**src/rtl/tsw_pkg.sv**
```systemverilog
package tsw_pkg;
  typedef enum logic [1:0] {HK_NONE, HK_MSG, HK_GHOST, HK_TOKEN} head_kind_e;

  localparam int unsigned TOK_BIT   = 0;
  localparam int unsigned GHOST_BIT = 1;
  localparam int unsigned ROUTE_BIT = 2;
  localparam int unsigned TAG_LSB   = 3;

  function automatic head_kind_e classify(logic vld, logic ghost, logic token);
    if (!vld)           return HK_NONE;
    if (ghost && token) return HK_TOKEN;
    if (ghost)          return HK_GHOST;
    return HK_MSG;
  endfunction
endpackage

```
**src/rtl/tsw_in_track.sv**
```systemverilog
module tsw_in_track
  import tsw_pkg::*;
#(
  parameter int unsigned TAG_W = 12
) (
  input  logic             clk_i,
  input  logic             rst_ni,
  input  logic             new_pulse_i,
  input  logic             accept_i,
  input  head_kind_e       kind_i,
  input  logic             tok_flag_i,
  input  logic [TAG_W-1:0] tag_i,
  output logic             tok_seen_o,
  output logic             lb_v_o,
  output logic [TAG_W-1:0] lb_o
);
  always_ff @(posedge clk_i or negedge rst_ni) begin
    if (!rst_ni) begin
      tok_seen_o <= 1'b0;
      lb_v_o     <= 1'b0;
      lb_o       <= '0;
    end else if (new_pulse_i) begin
      tok_seen_o <= 1'b0;
      lb_v_o     <= 1'b0;
    end else if (accept_i) begin
      unique case (kind_i)
        HK_TOKEN: tok_seen_o <= 1'b1;
        HK_GHOST: begin
          lb_o   <= tag_i;
          lb_v_o <= 1'b1;
        end
        HK_MSG: begin
          lb_o   <= tag_i;
          lb_v_o <= 1'b1;
          if (tok_flag_i) tok_seen_o <= 1'b1;
        end
        default: ;
      endcase
    end
  end


  bound_rise_chk: assert property (@(posedge clk_i) disable iff (!rst_ni)
    accept_i && !new_pulse_i && kind_i == HK_GHOST |=> lb_v_o && lb_o == $past(tag_i));


  token_latch_chk: assert property (@(posedge clk_i) disable iff (!rst_ni)
    tok_seen_o && !new_pulse_i |=> tok_seen_o);
endmodule

```
**src/rtl/tsw_pick.sv**
```systemverilog
module tsw_pick
  import tsw_pkg::*;
#(
  parameter int unsigned TAG_W = 12
) (
  input  logic [1:0]            active_i,
  input  head_kind_e [1:0]      kind_i,
  input  logic [1:0][TAG_W-1:0] tag_i,
  input  logic [1:0]            lb_v_i,
  input  logic [1:0][TAG_W-1:0] lb_i,
  output logic                  take_v_o,
  output logic                  take_idx_o
);
  localparam int unsigned KEY_W = TAG_W + 1;

  logic [1:0]            head, unknown;
  logic [1:0][KEY_W-1:0] key;

  always_comb begin
    for (int i = 0; i < 2; i++) begin
      head[i]    = active_i[i] && kind_i[i] != HK_NONE;
      unknown[i] = active_i[i] && kind_i[i] == HK_NONE && !lb_v_i[i];
      if (kind_i[i] == HK_TOKEN)     key[i] = '1;
      else if (kind_i[i] != HK_NONE) key[i] = {1'b0, tag_i[i]};
      else                           key[i] = {1'b0, lb_i[i]};
    end
  end

  // one comparison per cycle; equal keys favour input 0
  always_comb begin
    take_v_o   = 1'b0;
    take_idx_o = 1'b0;
    if (unknown == 2'b00) begin
      if (head[0] && (!active_i[1] || key[0] <= key[1])) begin
        take_v_o = 1'b1;
      end else if (head[1] && (!active_i[0] ||
                   (head[0] ? key[1] < key[0] : key[1] <= key[0]))) begin
        take_v_o   = 1'b1;
        take_idx_o = 1'b1;
      end
    end
  end
endmodule

```
**src/rtl/tsw_out_slot.sv**
```systemverilog
module tsw_out_slot
  import tsw_pkg::*;
#(
  parameter int unsigned FLIT_W = 23
) (
  input  logic              clk_i,
  input  logic              rst_ni,
  input  logic              load_i,
  input  logic [FLIT_W-1:0] load_flit_i,
  input  logic              ready_i,
  output logic              valid_o,
  output logic [FLIT_W-1:0] flit_o,
  output logic              free_o
);
  logic held_ghost;
  assign held_ghost = flit_o[GHOST_BIT] && !flit_o[TOK_BIT];
  assign free_o     = !valid_o || ready_i || held_ghost;

  always_ff @(posedge clk_i or negedge rst_ni) begin
    if (!rst_ni) begin
      valid_o <= 1'b0;
      flit_o  <= '0;
    end else if (load_i) begin
      valid_o <= 1'b1;
      flit_o  <= load_flit_i;
    end else if (ready_i) begin
      valid_o <= 1'b0;
    end
  end


  real_hold_chk: assert property (@(posedge clk_i) disable iff (!rst_ni)
    valid_o && !ready_i && !held_ghost |=> valid_o && $stable(flit_o));
endmodule

```
**src/rtl/tag_merge_switch.sv**
```systemverilog
module tag_merge_switch
  import tsw_pkg::*;
#(
  parameter int unsigned PID_W   = 8,
  parameter int unsigned RANK_W  = 4,
  parameter int unsigned DATA_W  = 8,
  parameter int unsigned PULSE_W = 16,
  localparam int unsigned TAG_W  = PID_W + RANK_W,
  localparam int unsigned FLIT_W = DATA_W + TAG_W + 3
) (
  input  logic                    clk_i,
  input  logic                    rst_ni,
  input  logic [1:0]              in_valid_i,
  output logic [1:0]              in_ready_o,
  input  logic [1:0][FLIT_W-1:0]  in_flit_i,
  output logic [1:0]              out_valid_o,
  input  logic [1:0]              out_ready_i,
  output logic [1:0][FLIT_W-1:0]  out_flit_o,
  output logic [PULSE_W-1:0]      pulse_o
);
  localparam logic [FLIT_W-1:0] TOKEN_FLIT = FLIT_W'((1 << TOK_BIT) | (1 << GHOST_BIT));

  head_kind_e [1:0]      kind;
  logic [1:0][TAG_W-1:0] tag, lb;
  logic [1:0]            tok_seen, lb_v, active, acc_in, slot_free, slot_load;
  logic [1:0][FLIT_W-1:0] slot_flit;
  logic                  first_q, take_v, take_idx, wave_go, accept, fwd, dest;
  logic [PULSE_W-1:0]    pulse_q;
  logic [FLIT_W-1:0]     sel, fwd_flit;

  for (genvar i = 0; i < 2; i++) begin : g_in
    assign kind[i]   = classify(in_valid_i[i], in_flit_i[i][GHOST_BIT], in_flit_i[i][TOK_BIT]);
    assign tag[i]    = in_flit_i[i][TAG_LSB +: TAG_W];
    assign active[i] = !tok_seen[i];
    assign acc_in[i] = accept && (take_idx == 1'(i));

    tsw_in_track #(.TAG_W(TAG_W)) u_track (
      .clk_i      (clk_i),
      .rst_ni     (rst_ni),
      .new_pulse_i(wave_go),
      .accept_i   (acc_in[i]),
      .kind_i     (kind[i]),
      .tok_flag_i (in_flit_i[i][TOK_BIT]),
      .tag_i      (tag[i]),
      .tok_seen_o (tok_seen[i]),
      .lb_v_o     (lb_v[i]),
      .lb_o       (lb[i])
    );
  end

  tsw_pick #(.TAG_W(TAG_W)) u_pick (
    .active_i  (active),
    .kind_i    (kind),
    .tag_i     (tag),
    .lb_v_i    (lb_v),
    .lb_i      (lb),
    .take_v_o  (take_v),
    .take_idx_o(take_idx)
  );

  assign sel      = in_flit_i[take_idx];
  assign dest     = sel[ROUTE_BIT];
  assign wave_go  = (first_q || (&tok_seen)) && (&slot_free);
  assign accept   = take_v && !wave_go && (kind[take_idx] != HK_MSG || slot_free[dest]);
  assign fwd      = accept && kind[take_idx] == HK_MSG;
  assign in_ready_o = acc_in;

  always_comb begin
    fwd_flit          = sel;
    fwd_flit[TOK_BIT] = 1'b0;
  end

  for (genvar o = 0; o < 2; o++) begin : g_out
    logic [FLIT_W-1:0] ghost_flit;
    always_comb begin
      ghost_flit                      = '0;
      ghost_flit[TAG_LSB +: TAG_W]    = tag[take_idx];
      ghost_flit[GHOST_BIT]           = 1'b1;
      ghost_flit[ROUTE_BIT]           = 1'(o);
      slot_load[o] = 1'b0;
      slot_flit[o] = TOKEN_FLIT;
      if (wave_go) begin
        slot_load[o] = 1'b1;
      end else if (fwd && dest == 1'(o)) begin
        slot_load[o] = 1'b1;
        slot_flit[o] = fwd_flit;
      end else if (fwd && slot_free[o]) begin
        slot_load[o] = 1'b1;
        slot_flit[o] = ghost_flit;
      end
    end

    tsw_out_slot #(.FLIT_W(FLIT_W)) u_slot (
      .clk_i      (clk_i),
      .rst_ni     (rst_ni),
      .load_i     (slot_load[o]),
      .load_flit_i(slot_flit[o]),
      .ready_i    (out_ready_i[o]),
      .valid_o    (out_valid_o[o]),
      .flit_o     (out_flit_o[o]),
      .free_o     (slot_free[o])
    );
  end

  always_ff @(posedge clk_i or negedge rst_ni) begin
    if (!rst_ni) begin
      first_q <= 1'b1;
      pulse_q <= '0;
    end else if (wave_go) begin
      first_q <= 1'b0;
      pulse_q <= pulse_q + 1'b1;
    end
  end
  assign pulse_o = pulse_q;

  // ordering monitor state for the checks below
  logic             last_v_q;
  logic [TAG_W-1:0] last_tag_q;
  always_ff @(posedge clk_i or negedge rst_ni) begin
    if (!rst_ni) begin
      last_v_q   <= 1'b0;
      last_tag_q <= '0;
    end else if (wave_go) begin
      last_v_q <= 1'b0;
    end else if (fwd) begin
      last_v_q   <= 1'b1;
      last_tag_q <= tag[take_idx];
    end
  end


  one_accept_chk: assert property (@(posedge clk_i) disable iff (!rst_ni)
    !(in_ready_o[0] && in_ready_o[1]));


  pulse_step_chk: assert property (@(posedge clk_i) disable iff (!rst_ni)
    pulse_q != $past(pulse_q) |-> pulse_q == PULSE_W'($past(pulse_q) + 1'b1));


  wave_gate_chk: assert property (@(posedge clk_i) disable iff (!rst_ni)
    pulse_q != $past(pulse_q) && $past(pulse_q) != '0 |-> $past(tok_seen) == 2'b11);


  fwd_order_chk: assert property (@(posedge clk_i) disable iff (!rst_ni)
    fwd && last_v_q |-> tag[take_idx] >= last_tag_q);


  stall_chk: assert property (@(posedge clk_i) disable iff (!rst_ni)
    !tok_seen[0] && !in_valid_i[0] && !lb_v[0] |-> in_ready_o == 2'b00);
endmodule

```
**config.mk**
```make
export PLATFORM = sky130hd
export DESIGN_NAME = tag_merge_switch
export DESIGN_NICKNAME = d
export VERILOG_FILES = /design/src/rtl/tsw_pkg.sv /design/src/rtl/tsw_in_track.sv /design/src/rtl/tsw_pick.sv /design/src/rtl/tsw_out_slot.sv /design/src/rtl/tag_merge_switch.sv
export SDC_FILE = /design/constraint.sdc
export NUM_CORES = 1
export LEC_CHECK = 0
export BUFFER_PORTS_ARGS = -buffer_cell sky130_fd_sc_hd__buf_2
export CORE_ASPECT_RATIO = 0.5
export CORE_MARGIN = 1
export CORE_UTILIZATION = 50
export CTS_CLUSTER_DIAMETER = 60
export DETAILED_ROUTE_END_ITERATION = 7
export PLACE_DENSITY_LB_ADDON = 0.05
export SETUP_SLACK_MARGIN = 0.4
export SLEW_MARGIN = 20
export SYNTH_ARGS = -nofsm -noshare
export SYNTH_HDL_FRONTEND = slang
export SYNTH_SLANG_ARGS = --single-unit
```
**constraint.sdc**
```tcl
create_clock -name clk_i -period 7.6 [get_ports clk_i]
set_input_delay 1.14 -clock clk_i [delete_from_list [all_inputs] [get_ports clk_i]]
set_output_delay 1.14 -clock clk_i [all_outputs]
set_load 0.02 [all_outputs]
```
==> tab_implementation.tex <==
\begin{tabular}{lr}
\hline
Metric & Value \\
\hline
\multicolumn{2}{l}{\textbf{Clocking}} \\
\quad Number of buffers created by CTS & 9 \\
\quad Latest clock arrival within the worst-skew pair & 0.34 ns \\
\quad CTS clock-pin slew for the worst setup and hold paths & 0.06 ns \\
\quad Number of buffers added for setup after CTS & 0 \\
\quad Sinks on the clock net & 93 \\
\quad TritonCTS clock tree & yes \\
\quad H-tree levels & 3 \\
\quad Root Buffer Master & sky130\_fd\_sc\_hd\_\_clkbuf\_16 \\
\quad Number of buffers on the longest clock path & 2 \\
\quad Cts repair resizes & 0 \\
\quad Hold buffer count at CTS & 0 \\
\multicolumn{2}{l}{\textbf{Floorplanning}} \\
\quad Number of core rows & 25 \\
\quad Die Area & 10200 µm² \\
\quad Core outline area & 9480 µm² \\
\quad Initial core utilization & 51.8\% \\
\quad Die W & 142 µm \\
\quad Chip Height & 72.1 µm \\
\quad Number of placed I/O pins & 118 \\
\multicolumn{2}{l}{\textbf{Hold path}} \\
\quad Min-Delay Path Depth & 1 \\
\quad Startpoint of the lowest-slack hold path & pulse\_o[15] \\
\quad Hold Path Class & flip-flop to flip-flop \\
\quad WHS Endpoint & pulse\_o[15] \\
\multicolumn{2}{l}{\textbf{Finish}} \\
\quad Footprint of the multi-input gates & 2400 µm² \\
\quad ANT cells & 0 \\
\quad Layout net count & 620 \\
\quad Fraction of the core area covered by cells at the end of the flow & 62.0\% \\
\quad Share of layout cells above drive strength 1 & 28.5\% \\
\quad Number of inserted filler cells in the final layout & 807 \\
\quad Register area & 2330 µm² \\
\quad Area added between synthesis and finish & 19.7\% \\
\multicolumn{2}{l}{\textbf{Timing}} \\
\quad Setup repair after global routing missed its margin & no \\
\quad Highest attainable clock frequency & 165 MHz \\
\quad Fraction of the cycle the final worst path needs & 79.5\% \\
\quad Clock tree skew after final layout & 0.0111 ns \\
\quad Number of hold violations in the final report & 0 \\
\quad Worst Max-Slew Pin Slew & 1.05 ns \\
\quad Max transition margin & 30.3\% \\
\quad Number of setup violations in the final report & 0 \\
\quad Setup TNS after final layout & 0 ns \\
\quad Post-layout minimum cycle time & 6.04 ns \\
\quad Max Slew Vio Count & 0 \\
\multicolumn{2}{l}{\textbf{Setup path}} \\
\quad Reg-to-reg slack, setup & 3.44 ns \\
\quad Longest individual stage delay on the worst path & 0.83 ns \\
\quad Crit path capture type & output port \\
\quad Crit path buffers/inverters & 3 \\
\quad Signal arrival time at the worst endpoint & 4.90 ns \\
\quad Maximum fanout count along the critical path & 27 \\
\quad Worst EP required & 6.46 ns \\
\quad Depth of the worst register-to-register path & 10 \\
\quad Source of the worst register-to-register timing path & g\_in[0].u\_track.lb\_o[8] \\
\quad R2r endpoint & g\_out[0].u\_slot.flit\_o[5] \\
\quad Sequence of cells on the critical path & buf\_2 > inv\_1 > o21ai\_0 > ha\_1 > nor2b\_1 > a211o\_1 > ha\_1 > nand4\_1 > nor4\_4 > nor3\_1 > a31oi\_4 > nor3b\_2 > buf\_2 \\
\quad Critical Path Slowest Stage Cell & sky130\_fd\_sc\_hd\_\_ha\_1 \\
\quad Type of the worst setup path & input pin to output port \\
\quad Worst path top cell family by delay & simple AND/OR/NAND/NOR gates \\
\quad Kind of launch point of the worst setup path & input pin \\
\multicolumn{2}{l}{\textbf{Logic synthesis}} \\
\quad Top area cells in the synthesized netlist & sky130\_fd\_sc\_hd\_\_dfrtp\_1 47\%, sky130\_fd\_sc\_hd\_\_mux2i\_1 9.8\%, sky130\_fd\_sc\_hd\_\_ha\_1 4.6\% \\
\quad Average instance area after synthesis & 11.0 µm² \\
\quad Commonest cells in the synthesized netlist & 92 x sky130\_fd\_sc\_hd\_\_dfrtp\_1, 48 x sky130\_fd\_sc\_hd\_\_mux2i\_1, 47 x sky130\_fd\_sc\_hd\_\_nand2\_1, 26 x sky130\_fd\_sc\_hd\_\_nor2b\_1, 25 x sky130\_fd\_sc\_hd\_\_nor2\_1 \\
\quad Synth warnings & 0 \\
\quad Most common cell in the synthesized netlist & sky130\_fd\_sc\_hd\_\_dfrtp\_1 \\
\quad Share of synthesized flip-flops with an asynchronous set or reset & 100\% \\
\quad Ys flop type & sky130\_fd\_sc\_hd\_\_dfrtp\_1 \\
\quad Post-synth top area cell & sky130\_fd\_sc\_hd\_\_dfrtp\_1 \\
\quad Count of flip-flops with a built-in enable after synthesis & 0 \\
\quad Number of nets produced by synthesis & 515 \\
\quad Fraction of post-synthesis cell area in the top cell type by area & 46.9\% \\
\quad Share of synthesized area occupied by flip-flops and latches & 47.4\% \\
\quad Post-synthesis instance total & 445 \\
\quad Post-synthesis cell area & 4910 µm² \\
\quad Flop and latch count out of synthesis & 93 \\
\quad Yosys cell types & 47 \\
\multicolumn{2}{l}{\textbf{Global route}} \\
\quad Aggregate global routing overflow & 0 \\
\quad Global-route layer with the greatest usage & met2 \\
\quad Via count of the first global-routing pass & 3514 \\
\quad Pin count of the biggest net entering global routing & 69 \\
\quad Global Route met3 Usage & 5.74\% \\
\quad Met1 demand-to-capacity share in global routing & 31.0\% \\
\quad Met2 track demand over resource & 34.9\% \\
\quad Total routing resource utilization after global routing & 22.3\% \\
\quad Number of antenna violations at the first check in global routing & 0 \\
\quad Wire length of the first global-routing pass & 17600 µm \\
\multicolumn{2}{l}{\textbf{Place}} \\
\quad Placer Congestion & 0.781 \\
\quad Total half-perimeter wirelength after legalization and detailed placement & 7840 µm \\
\quad Port buffer count & 117 \\
\multicolumn{2}{l}{\textbf{Route}} \\
\quad Routed via count divided by cell count & 5.40 \\
\quad Post-DR wirelength/cell & 15.9 µm \\
\quad Via total after detailed routing & 3724 \\
\quad Antenna Violating Nets Remaining & 0 \\
\quad Post-detailed-route DRC marker count & 0 \\
\quad Length of the first detailed-routing pass in iterations & 4 \\
\quad Iteration-0 DRC count of the detailed router & 143 \\
\quad Final wirelength & 11000 µm \\
\multicolumn{2}{l}{\textbf{Outcome}} \\
\quad Run status & completed \\
\multicolumn{2}{l}{\textbf{Power and ir drop}} \\
\quad Areal power density over the cells & 375 nW/µm² \\
\quad Worst IR Drop VDD & 0.000204 V \\
\quad Static leakage & 3.08 nW \\
\multicolumn{2}{l}{\textbf{Run}} \\
\quad Number of maximum-capacitance violations & 0 \\
\hline
\end{tabular}
[final cells by class]
type                            instances  area share, %
Sequential cell                        93           39.6
Timing Repair Buffer                  120           10.4
Inverter                               13          0.830
Multi-Input combinational cell        313           40.9
Clock buffer                           13           4.26
Tap cell                              135           2.87
Clock inverter                          3           1.17
[layout by cell type, fill, tap and decap left out, types with 2 or more instances in the layout]
cell / count
sky130_fd_sc_hd__xnor2_1: 11
sky130_fd_sc_hd__mux2_2: 16
sky130_fd_sc_hd__bufinv_16: 2
sky130_fd_sc_hd__buf_2: 116
sky130_fd_sc_hd__and3_1: 4
sky130_fd_sc_hd__o21bai_1: 2
sky130_fd_sc_hd__or2_1: 2
sky130_fd_sc_hd__buf_4: 4
sky130_fd_sc_hd__nor2b_1: 26
sky130_fd_sc_hd__clkbuf_1: 3
sky130_fd_sc_hd__xor2_1: 4
sky130_fd_sc_hd__o21ai_0: 4
sky130_fd_sc_hd__mux2_1: 9
sky130_fd_sc_hd__nand4_1: 5
sky130_fd_sc_hd__a211oi_1: 13
sky130_fd_sc_hd__nor3_1: 4
sky130_fd_sc_hd__ha_1: 18
sky130_fd_sc_hd__a32o_1: 16
sky130_fd_sc_hd__a211o_1: 13
sky130_fd_sc_hd__clkbuf_16: 9
sky130_fd_sc_hd__inv_1: 13
sky130_fd_sc_hd__dfrtp_1: 92
sky130_fd_sc_hd__nor3_2: 2
sky130_fd_sc_hd__a21oi_1: 9
sky130_fd_sc_hd__nor2_1: 25
sky130_fd_sc_hd__nand2b_1: 3
sky130_fd_sc_hd__a21o_1: 7
sky130_fd_sc_hd__nand2_1: 47
sky130_fd_sc_hd__nand3_1: 8
sky130_fd_sc_hd__mux2i_1: 48
[kinds of logic after synthesis]
family / share of synthesized area [%]
muxes: 15.5
buffers and inverters: 3.72
xor gates and xnor gates: 2.68
DFF: 47.4
adders and majority gates: 4.59
and+or+nand+nor: 13.5
AOI/OAI and AO/OA: 12.6
[stage by stage]
stage | instance area [µm²] | hold WS (ns) | setup WS, ns | total power, mW | std cells
after floorplan | 4910 | 0.465 | 2.53 | 1.48 | 445
after global placement | 5560 | 0.461 | 1.45 | 1.72 | 674
after global routing | 5880 | 0.478 | 1.14 | 2.35 | 690
after detailed placement | 5560 | 0.463 | 1.29 | 1.74 | 674
after CTS | 5880 | 0.471 | 1.54 | 2.23 | 690
final | 5880 | 0.462 | 1.56 | 2.21 | 690
[sequential cells by signal, indices dropped and copies added (netlist names)]
signal,cells
pulse_o,16
g_out.u_slot.valid_o,2
g_in.u_track.lb_v_o,2
g_out.u_slot.flit_o,46
g_in.u_track.tok_seen_o,2
first_q,1
g_in.u_track.lb_o,24
[worst register-to-register path, cell delays in order, from the launching register on]
cell,delay (ns)
sky130_fd_sc_hd__dfrtp_1,0.38
sky130_fd_sc_hd__a211o_1,0.30
sky130_fd_sc_hd__ha_1,0.31
sky130_fd_sc_hd__nand4_1,0.18
sky130_fd_sc_hd__nor4_4,0.42
sky130_fd_sc_hd__nor3_1,0.13
sky130_fd_sc_hd__a31oi_4,0.58
sky130_fd_sc_hd__buf_4,0.37
sky130_fd_sc_hd__o2bb2ai_1,0.26
sky130_fd_sc_hd__a211o_1,0.86
sky130_fd_sc_hd__mux2i_1,0.30
[power by group]
| part | leakage [nW] | switching, mW | total, mW | internal [mW] |
|---|---|---|---|---|
| Sequential | 1.18 | 0.114 | 0.809 | 0.695 |
| Combinational | 1.74 | 0.532 | 0.914 | 0.381 |
| Clock | 0.154 | 0.184 | 0.483 | 0.298 |
| Total | 3.08 | 0.831 | 2.21 | 1.37 |
[worst max-delay path by stage]
stage,startpoint,endpoint,slack [ns],depth (start not counted)
after floorplan,in_flit_i[23],in_ready_o[1],2.53,14
after global placement,in_flit_i[1],g_out[1].u_slot.flit_o[8],1.45,15
after detailed placement,in_flit_i[1],g_out[1].u_slot.flit_o[14],1.29,15
after CTS,in_flit_i[1],in_ready_o[1],1.54,13
after global routing,in_flit_i[1],in_ready_o[1],1.14,13
final,in_flit_i[1],in_ready_o[1],1.56,13
[layer usage]
metal	vias up	wire, µm
met5	-	0
met4	0	137
met3	10	531
met2	100	4860
met1	1805	5450
li1	1809	-
(Power assumes the default switching activity.)
